$ cat src/rtl/sysref_lmfc_pkg.sv
package sysref_lmfc_pkg;
   timeunit 1ns;
   timeprecision 1ps;

   // Octets carried per link clock by the datapath.
   localparam int unsigned OCTETS_PER_CLK_DEF = 4;

   // Zero means "one" for count-type configuration fields.
   function automatic logic [15:0] at_least_one(input logic [15:0] v);
      return (v == 16'd0) ? 16'd1 : v;
   endfunction
endpackage

$ cat src/rtl/sysref_mf_len.sv
module sysref_mf_len #(
   parameter int unsigned K_W         = 6,
   parameter int unsigned F_W         = 5,
   parameter int unsigned OCT_PER_CLK = 4,
   localparam int unsigned LEN_W      = K_W + F_W
) (
   input  logic [K_W-1:0]   frames_i,
   input  logic [F_W-1:0]   octets_i,
   output logic [LEN_W-1:0] len_last_o
);
   timeunit 1ns;
   timeprecision 1ps;

   localparam int unsigned SH     = (OCT_PER_CLK > 1) ? $clog2(OCT_PER_CLK) : 0;
   localparam bit          IS_POW = ((1 << SH) == OCT_PER_CLK);

   logic [LEN_W-1:0] prod;
   logic [LEN_W-1:0] len;

   assign prod = {{F_W{1'b0}}, frames_i} * {{K_W{1'b0}}, octets_i};

   // Power-of-two word width divides by a shift; anything else needs a divider.
   generate
      if (IS_POW) begin : g_shift
         assign len = prod >> SH;
      end else begin : g_div
         assign len = prod / LEN_W'(OCT_PER_CLK);
      end
   endgenerate

   assign len_last_o = (len == '0) ? '0 : len - LEN_W'(1);
endmodule

$ cat src/rtl/sysref_period_gen.sv
module sysref_period_gen #(
   parameter int unsigned LEN_W  = 11,
   parameter int unsigned MULT_W = 4,
   localparam int unsigned PER_W = LEN_W + MULT_W
) (
   input  logic              clk_i,
   input  logic              rst_i,
   input  logic [LEN_W-1:0]  len_last_i,
   input  logic [MULT_W-1:0] mult_i,
   output logic              pulse_o
);
   timeunit 1ns;
   timeprecision 1ps;
   import sysref_lmfc_pkg::*;

   logic [LEN_W-1:0]  len;
   logic [MULT_W-1:0] mult_eff;
   logic [PER_W-1:0]  period;
   logic [PER_W-1:0]  per_last;
   logic [PER_W-1:0]  pcnt;
   logic              wrap;
   logic [15:0]       mult_wide;

   assign mult_wide = at_least_one(16'(mult_i));
   assign mult_eff  = mult_wide[MULT_W-1:0];
   assign len       = len_last_i + LEN_W'(1);
   assign period    = {{MULT_W{1'b0}}, len} * {{LEN_W{1'b0}}, mult_eff};
   assign per_last  = (period < PER_W'(2)) ? PER_W'(1) : period - PER_W'(1);
   // ">=" so that shrinking the period at run time cannot strand the count.
   assign wrap      = (pcnt >= per_last);

   always_ff @(posedge clk_i) begin
      if (rst_i) begin
         pcnt    <= '0;
         pulse_o <= 1'b0;
      end else begin
         pcnt    <= wrap ? '0 : pcnt + PER_W'(1);
         pulse_o <= wrap;
      end
   end
endmodule

$ cat src/rtl/sysref_edge_det.sv
module sysref_edge_det (
   input  logic clk_i,
   input  logic rst_i,
   input  logic sig_i,
   output logic rise_o
);
   timeunit 1ns;
   timeprecision 1ps;

   logic prev_q;

   always_ff @(posedge clk_i) begin
      if (rst_i) prev_q <= 1'b0;
      else       prev_q <= sig_i;
   end

   assign rise_o = sig_i & ~prev_q;
endmodule

$ cat src/rtl/sysref_lmfc_track.sv
module sysref_lmfc_track #(
   parameter int unsigned LEN_W = 11
) (
   input  logic             clk_i,
   input  logic             rst_i,
   input  logic [LEN_W-1:0] len_last_i,
   input  logic             edge_i,
   input  logic             rearm_i,
   output logic             boundary_o,
   output logic             first_seen_o,
   output logic             misalign_o
);
   timeunit 1ns;
   timeprecision 1ps;

   logic [LEN_W-1:0] mf_cnt;
   logic             on_last;

   assign on_last = (mf_cnt == len_last_i);

   always_ff @(posedge clk_i) begin
      if (rst_i)                    mf_cnt <= '0;
      else if (edge_i)              mf_cnt <= '0;
      else if (mf_cnt >= len_last_i) mf_cnt <= '0;
      else                          mf_cnt <= mf_cnt + LEN_W'(1);
   end

   // An edge outranks re-arm: it is then treated as a fresh first detection.
   always_ff @(posedge clk_i) begin
      if (rst_i)        first_seen_o <= 1'b0;
      else if (edge_i)  first_seen_o <= 1'b1;
      else if (rearm_i) first_seen_o <= 1'b0;
   end

   always_ff @(posedge clk_i) begin
      if (rst_i)                                     misalign_o <= 1'b0;
      else if (rearm_i)                              misalign_o <= 1'b0;
      else if (edge_i && first_seen_o && !on_last)   misalign_o <= 1'b1;
   end

   assign boundary_o = (mf_cnt == '0);
endmodule

$ cat src/rtl/sysref_lmfc_top.sv
module sysref_lmfc_top #(
   parameter int unsigned K_W         = 6,
   parameter int unsigned F_W         = 5,
   parameter int unsigned MULT_W      = 4,
   parameter int unsigned OCT_PER_CLK = sysref_lmfc_pkg::OCTETS_PER_CLK_DEF
) (
   input  logic              clk_i,
   input  logic              rst_i,
   input  logic [K_W-1:0]    frames_per_mf_i,
   input  logic [F_W-1:0]    octets_per_frame_i,
   input  logic [MULT_W-1:0] period_mult_i,
   input  logic              rearm_i,
   output logic              sysref_o,
   output logic              mf_boundary_o,
   output logic              first_seen_o,
   output logic              misalign_o
);
   timeunit 1ns;
   timeprecision 1ps;

   localparam int unsigned LEN_W = K_W + F_W;

   generate
      if (K_W < 1 || F_W < 1 || MULT_W < 1) begin : g_bad_width
         $error("sysref_lmfc_top: field widths must be at least one bit");
      end
      if (MULT_W > 16) begin : g_bad_mult
         $error("sysref_lmfc_top: multiplier field wider than 16 bits");
      end
      if (OCT_PER_CLK < 1) begin : g_bad_word
         $error("sysref_lmfc_top: octets per clock must be positive");
      end
   endgenerate

   logic [LEN_W-1:0] len_last;
   logic             rise;

   sysref_mf_len #(.K_W(K_W), .F_W(F_W), .OCT_PER_CLK(OCT_PER_CLK)) len_i (
      .frames_i   (frames_per_mf_i),
      .octets_i   (octets_per_frame_i),
      .len_last_o (len_last)
   );

   sysref_period_gen #(.LEN_W(LEN_W), .MULT_W(MULT_W)) gen_i (
      .clk_i      (clk_i),
      .rst_i      (rst_i),
      .len_last_i (len_last),
      .mult_i     (period_mult_i),
      .pulse_o    (sysref_o)
   );

   sysref_edge_det edge_i (
      .clk_i  (clk_i),
      .rst_i  (rst_i),
      .sig_i  (sysref_o),
      .rise_o (rise)
   );

   sysref_lmfc_track #(.LEN_W(LEN_W)) trk_i (
      .clk_i        (clk_i),
      .rst_i        (rst_i),
      .len_last_i   (len_last),
      .edge_i       (rise),
      .rearm_i      (rearm_i),
      .boundary_o   (mf_boundary_o),
      .first_seen_o (first_seen_o),
      .misalign_o   (misalign_o)
   );
endmodule

$ cat config.mk
export PLATFORM = sky130hd
export DESIGN_NAME = sysref_lmfc_top
export DESIGN_NICKNAME = d
export VERILOG_FILES = /design/src/rtl/sysref_lmfc_pkg.sv /design/src/rtl/sysref_mf_len.sv /design/src/rtl/sysref_period_gen.sv /design/src/rtl/sysref_edge_det.sv /design/src/rtl/sysref_lmfc_track.sv /design/src/rtl/sysref_lmfc_top.sv
export SDC_FILE = /design/constraint.sdc
export NUM_CORES = 1
export LEC_CHECK = 0
export BUFFER_PORTS_ARGS = -buffer_cell sky130_fd_sc_hd__buf_2
export CAP_MARGIN = 10
export CORE_UTILIZATION = 63
export CTS_BUF_LIST = sky130_fd_sc_hd__clkbuf_8
export DETAILED_ROUTE_END_ITERATION = 6
export GPL_TIMING_DRIVEN = 0
export PLACE_DENSITY = 0.81
export SYNTH_ARGS = -nofsm -noshare
export SYNTH_HDL_FRONTEND = slang
export SYNTH_SLANG_ARGS = --single-unit
$ cat constraint.sdc
create_clock -name clk_i -period 22.6 [get_ports clk_i]
set_input_delay 2.26 -clock clk_i [delete_from_list [all_inputs] [get_ports clk_i]]
set_output_delay 2.26 -clock clk_i [all_outputs]
set_load 0.02 [all_outputs]
* After elaboration in Yosys (flattened, before gate mapping) *
Index checks and enable logic that the tools add are counted.

word-level totals
  register bits = 30
  input port bits = 18
  logic and storage cells = 34

operators by class
  add/subtract/negate cells = 5
  multiply operators = 2
  $lt $le $gt $ge = 3
  eq/ne operators = 1
  muxes and demuxes = 5
  bitwise operators = 2
  reductions and logical operators = 10

operators with widths
  cell                                                 count
  adder 11 x 1 -> 11 bit, second input constant        2
  logical NOT 11 bit                                   2
  adder 15 x 1 -> 15 bit, second input constant        1
  >= comparator 15 bit                                 1
  < comparator 15 x 2 -> 1 bit, second input constant  1
  multiplier 11 x 4 -> 15 bit                          1
  2-to-1 mux 15 bit                                    1
  subtractor 15 x 1 -> 15 bit, second input constant   1
  equality test 11 bit                                 1
  >= comparator 11 bit                                 1
  multiplier 6 x 5 -> 11 bit                           1
  2-to-1 mux 11 bit                                    1
  subtractor 9 x 1 -> 10 bit, second input constant    1
  logical NOT 4 bit                                    1
  2-to-1 mux 4 bit                                     1
  OR reduction 2 bit                                   2
  OR reduction 3 bit                                   1
  logical AND 1 bit                                    2
  2-to-1 mux 1 bit                                     2
  nonzero test 2 bit                                   1
  AND 1 bit                                            1
  logical NOT 1 bit                                    1
  NOT 1 bit                                            1

* Depth between registers and ports, before layout *
  depth in word-level cells = 9
  mapped depth = 45

* Cells and area by module *
From an unflattened synthesis, not the netlist that was laid out.

unflattened totals
  cells, all modules = 641
  area, all modules = 5082.4 µm²

modules (own cells, without submodules)
  module             times used  cells an instance  area each (µm²)  sequential area each (µm²)
  sysref_period_gen  1           395                3042.9           320.3
  sysref_mf_len      1           142                1159.9           0.0
  sysref_lmfc_track  1           101                832.0            260.2
  sysref_edge_det    1           3                  47.5             20.0

* Least setup slack after synthesis *
Ideal clock, no wire load.

  path type = in2reg
  from = input port frames_per_mf_i[1]
  to = register gen_i.pcnt[10]
  library setup time = 65 ps
  data arrival time = 12115 ps
  required time = 22535 ps
  path slack = 10420 ps
  stages on the path = 41
  path through = and2_1 > fa_1 > inv_1 > fa_1 > fa_1 > inv_1 > ha_1 > buf_6 > and2_4 > a221o_1 > or3_4 > a32o_2 > or4_1 > nand2b_1 > inv_1 > ha_1 > xor2_1 > nand2b_1 > [... 5 more ...] > o21bai_1 > a221o_1 > a2111o_1 > o211ai_1 > o2111ai_1 > or3b_2 > clkbuf_1 > nand2_1 > ha_1 > nand4_1 > nor2_1 > o21a_1 > o21ai_0 > nand2b_1 > a221oi_1 > a41oi_1 > clkbuf_1 > nor2_1

on the way
  word-level cells in the longest chain between the ends = 9
  elaborated cells between the ends (all ways) = 11
  classes of those cells = 3 x add/sub; 2 x mul; 2 x order compare; 2 x mux; 2 x reduce/logical

ends and longest elaborated chain
  what                                                                         RTL line                 source
  from (decl)                                                                  sysref_lmfc_top.sv:9     input logic [K_W-1:0] frames_per_mf_i,
  multiplier 6 x 5 -> 11 bit *                                                 sysref_mf_len.sv:20      assign prod = {{F_W{1'b0}}, frames_i} * {{K_W{1'b0}}, octets_i};
  subtractor 9 x 1 -> 10 bit or logical NOT 11 bit (tied branches)             sysref_mf_len.sv:31      assign len_last_o = (len == '0) ? '0 : len - LEN_W'(1);
  2-to-1 mux 11 bit *                                                          sysref_mf_len.sv:31
  adder 11 x 1 -> 11 bit *                                                     sysref_period_gen.sv:26  assign len = len_last_i + LEN_W'(1);
  multiplier 11 x 4 -> 15 bit *                                                sysref_period_gen.sv:27  assign period = {{MULT_W{1'b0}}, len} * {{LEN_W{1'b0}}, mult_eff};
  subtractor 15 x 1 -> 15 bit or < comparator 15 x 2 -> 1 bit (tied branches)  sysref_period_gen.sv:28  assign per_last = (period < PER_W'(2)) ? PER_W'(1) : period - PER_W'(1);
  2-to-1 mux 15 bit *                                                          sysref_period_gen.sv:28
  >= comparator 15 bit *                                                       sysref_period_gen.sv:30  assign wrap = (pcnt >= per_last);
  OR reduction 2 bit (no line) *                                               n/a
  to (signal assigned)                                                         sysref_period_gen.sv:37  pcnt <= wrap ? '0 : pcnt + PER_W'(1);
  to (decl)                                                                    sysref_period_gen.sv:20  logic [PER_W-1:0] pcnt;

Mark *: on every way between the ends. The rest lies on a longest branch, timed or not.
A chain may end at the register's enable or synchronous reset.

* Worst setup path in the final report *
  from = input port frames_per_mf_i[1]
  to = register gen_i.pcnt[6]

Same word-level chain as after synthesis.

==> results by stage <==
Clock network:
- Buffers added to address setup during post-CTS repair amount to 0.
- The post-CTS clock slew at the launch and capture registers of the worst setup and hold paths is 70 ps.
- The clock sink total is 30.
- The clock passes through at most 2 buffers.
- The CTS root buffer is sky130_fd_sc_hd__clkbuf_8.
- The number of gates resized after CTS is 0.
- The clock network latency to the later pin of the worst-skew pair is 290 ps.
- The deepest level of the CTS H-tree is 2.
- After clock tree synthesis, the flow added hold-fix buffers numbering 0.
- TritonCTS created 5 clock buffers.
- TritonCTS built the clock tree.

STA:
- The accumulated negative setup slack is 0 ps.
- The final critical-path share of the clock period is 0.597.
- The slack of the critical path is 9110 ps.
- Setup repair after global routing left no endpoint under its margin.
- At the pin with the least slew margin, the transition time is 952 ps.
- The post-route minimum period is 13490 ps.
- Setup violations remaining at the end of the flow were counted as 0.
- Derived from the worst setup path, the maximum achievable clock frequency is 0.0742 GHz.
- The final count of hold timing violations is 0.
- For the final database, setup skew stands at 4.89 ps.
- The max-slew headroom at the worst pin is 0.361.
- The total count of max-transition violations in the final report is 0.

Worst setup path:
- The critical path data required time is 22810 ps.
- The worst setup path is of the input pin to flop kind.
- The worst register-to-register path has a setup slack of 20040 ps.
- The delay of the slowest critical-path stage is 570 ps.
- The worst-path cell with the longest stage delay is sky130_fd_sc_hd__or3b_2.
- The category of the worst setup path capture point is a flop.
- The launching element type of the critical path is an input pin.
- Along the worst path, the maximum fanout reaches 10.
- At the worst endpoint, the arrival time is 13700 ps.

Pwr:
- The share of total power dissipated in sequential elements is 0.072.
- The internal power summed over all cells is 0.407 mW.
- The static leakage is 2.52 nW.
- The relative contribution of combinational cells to total power is 0.866.
- The switching share of power is 0.532.
- The clock share of power is 0.063.
- The power spent charging and discharging nets is 0.463 mW.
- The power density over the cells is 160 nW/um^2.
- Across the VDD grid, the largest voltage drop is 0.000110 V.

Placed design:
- The sum of net half-perimeters after detailed placement is 9010 um.
- Prior to clock tree synthesis, the placed netlist has a worst setup slack of 9020 ps.
- The routability congestion estimate is 0.865.
- After detailed placement, the design holds a cell count of 766.
- The count of buffers added on input and output ports is 21.

Yosys:
- In the post-synthesis netlist, the biggest area contributors are sky130_fd_sc_hd__ha_1 (17%), sky130_fd_sc_hd__dfxtp_1 (12%), sky130_fd_sc_hd__fa_1 (12%), sky130_fd_sc_hd__and2_1 (4.7%), sky130_fd_sc_hd__xnor2_1 (4.6%).
- Of all flip-flops after synthesis, the portion carrying an async set or reset was 0.
- The average instance in the mapped netlist occupies 7.92 um^2.
- The synthesized net count is 761.
- The number of warnings printed during yosys synthesis is 0.
- Synthesis instantiated 72 different standard cells from the library.
- The synthesized netlist occupies a cell area of 5090 um^2.
- The number of enable flip-flop cells after synthesis is 0.
- The synthesized design spends more area on one cell type than any other, namely sky130_fd_sc_hd__ha_1.
- The share of the Yosys chip area taken by registers is 0.118.
- The cell count after synthesis is 643.
- The share of synthesized area in the top cell type comes to 0.172.
- For this run, the leading register cell type out of synthesis is sky130_fd_sc_hd__dfxtp_1.
- The number of register bits inferred by synthesis is 30.

GRT:
- The global-route wire length before repair is 20300 um.
- Summed over all layers, the global routing overflow is 0.
- The total routing usage reported by global routing is 0.287.
- The via count of the first global-routing pass is 4554.
- Entering global routing, the biggest net connects 11 pins.
- The initial antenna violation count is 0.

Die:
- The die outline area is 8450 um^2.
- The site row count is 32.
- The die is 91.9 um tall.
- The core outline area is 7770 um^2.
- The initial standard-cell utilization of the core is 0.656.
- 22 I/O pins were placed.
- The horizontal die dimension is 91.9 um.

Layout:
- At the end of the flow, the number of nets in the layout was 789.
- Across the whole layout, storage elements account for 601 um^2.
- Summing all multi-input logic gate instances after layout gives 4190 um^2.
- The area added between synthesis and finish is 6.71%.
- After filler insertion, the fill cell instance count of the layout stands at 658.
- The ratio of cells with drive above 1 in the final layout is 0.0833.
- Excluding fillers, the count of instances in the completed layout stands at 774.
- The number of antenna repair diodes is 0.

Routing:
- The remaining design rule violation count is 0.
- The detailed router finished its first iteration with 366 violations.
- Summed over all layers, the routed wires come to 11100 um.
- The average wire per cell in the routed design is 14.3 um.
- The count of vias placed by the detailed router is 4649.
- The number of nets with antenna violations after routing is 0.
- The via density per instance is 6.01.
- The first TritonRoute pass finished after 5 iterations.

Run:
- Across the run, the number of max-cap violations was 0.

Worst hold path:
- The type of the worst min-delay path is flop to flop.

Outcome:
- The run finished with clean final reports.
[Yosys cell counts (all sizes together), types with 15 or more instances]
cell	number
ha	70
inv	62
nand2	54
nor2	47
and2	40
dfxtp	30
fa	30
xnor2	27
nor3	26
o21ai	24
xor2	23
nand3	21
a21oi	19
o21a	15
[cell families after synthesis]
logic type | count (synthesis) | synth area share
AOI/OAI and AO/OA | 120 | 0.168
buffers and inverters | 77 | 0.0590
xor gates and xnor gates | 50 | 0.0860
and+or+nand+nor | 263 | 0.274
DFF | 30 | 0.118
adders and majority gates | 100 | 0.290
muxes | 3 | 0.00614
[metal layers]
metal  global-route usage  vias to the layer above  part of all wire
met5                    0                        -                 0
met4               0.0768                        0             0.015
met3               0.0232                       20             0.050
met2                0.496                      123              0.46
met1                0.385                     2194              0.47
li1                     -                     2312                 -
[critical path: cells and delay by family]
kind	cells	cell delay, ps
adder cells (fa/ha/maj)	9	3750
AO/OA/AOI/OAI	13	3830
buffers and inverters	10	1350
XOR/XNOR	1	370
AND/OR/NAND/NOR	11	2130
[final cells by class]
type | instances | share of cell area
repair buffers | 21 | 0.0193
flip-flops and latches | 30 | 0.110
clock inverters | 3 | 0.00737
inverters | 62 | 0.0428
clock buffers | 5 | 0.0127
well taps | 102 | 0.0235
multi-input cells | 536 | 0.771
plain buffers | 15 | 0.0124
[power by group through the flow]
stage | Combinational (mW) | Sequential [mW] | Clock, mW
4_1_cts | 0.749 | 0.0624 | 0.0549
6_report | 0.753 | 0.0624 | 0.0545
3_3_place_gp | 0.721 | 0.0633 | 0
2_1_floorplan | 0.612 | 0.0624 | 0
3_5_place_dp | 0.745 | 0.0635 | 0
5_1_grt | 0.864 | 0.0630 | 0.0580
[through the flow]
| stage | power [mW] | hold slack [ps] | area, um^2 | util |
|---|---|---|---|---|
| after floorplan | 0.674 | 437 | 5090 | - |
| after global placement | 0.784 | 459 | 5330 | 0.686 |
| after detailed placement | 0.809 | 487 | 5330 | 0.686 |
| after CTS | 0.866 | 503 | 5440 | 0.700 |
| after global routing | 0.985 | 519 | 5440 | 0.700 |
| final | 0.870 | 501 | 5440 | 0.700 |
[cells in the final DEF (no fill, tap or decap), types with 3 or more instances in the layout]
cell type	Yosys	routed
sky130_fd_sc_hd__nor2_1	47	47
sky130_fd_sc_hd__buf_2	3	24
sky130_fd_sc_hd__a211oi_1	3	3
sky130_fd_sc_hd__o211ai_1	5	5
sky130_fd_sc_hd__xnor2_1	27	27
sky130_fd_sc_hd__nand2_1	54	54
sky130_fd_sc_hd__or2_2	7	7
sky130_fd_sc_hd__nor3b_1	4	4
sky130_fd_sc_hd__and3_1	9	9
sky130_fd_sc_hd__o2111ai_1	5	5
sky130_fd_sc_hd__inv_1	62	62
sky130_fd_sc_hd__o21ai_0	23	23
sky130_fd_sc_hd__fa_1	30	30
sky130_fd_sc_hd__a21oi_1	19	19
sky130_fd_sc_hd__a21boi_1	3	3
sky130_fd_sc_hd__o21a_1	15	15
sky130_fd_sc_hd__a31oi_1	3	3
sky130_fd_sc_hd__and2_1	38	38
sky130_fd_sc_hd__or4_1	4	4
sky130_fd_sc_hd__clkbuf_1	11	11
sky130_fd_sc_hd__nand3_1	21	21
sky130_fd_sc_hd__ha_1	70	70
sky130_fd_sc_hd__a211o_1	3	3
sky130_fd_sc_hd__clkbuf_8	0	5
sky130_fd_sc_hd__nor4_1	3	3
sky130_fd_sc_hd__nand2b_1	9	9
sky130_fd_sc_hd__a21o_1	10	10
sky130_fd_sc_hd__dfxtp_1	30	30
sky130_fd_sc_hd__nor3_1	26	26
sky130_fd_sc_hd__nand4_1	11	11
sky130_fd_sc_hd__xor2_1	23	23
sky130_fd_sc_hd__nor2b_1	10	10
sky130_fd_sc_hd__a221oi_1	3	3
sky130_fd_sc_hd__or3_1	4	4
[registers in the layout, indices dropped and copies added (netlist names)]
name / flops
gen_i.pcnt: 15
trk_i.mf_cnt: 11
edge_i.prev_q: 1
gen_i.pulse_o: 1
trk_i.first_seen_o: 1
trk_i.misalign_o: 1
[worst paths after layout]
kind                       from  depth (start not counted)             to
min               gen_i.pcnt[0]                          1  gen_i.pcnt[0]
min reg2reg       gen_i.pcnt[0]                          1  gen_i.pcnt[0]
max reg2reg       gen_i.pcnt[6]                         10  gen_i.pcnt[6]
max          frames_per_mf_i[1]                         44  gen_i.pcnt[6]
Note: power is estimated with default switching activity, not from simulation.
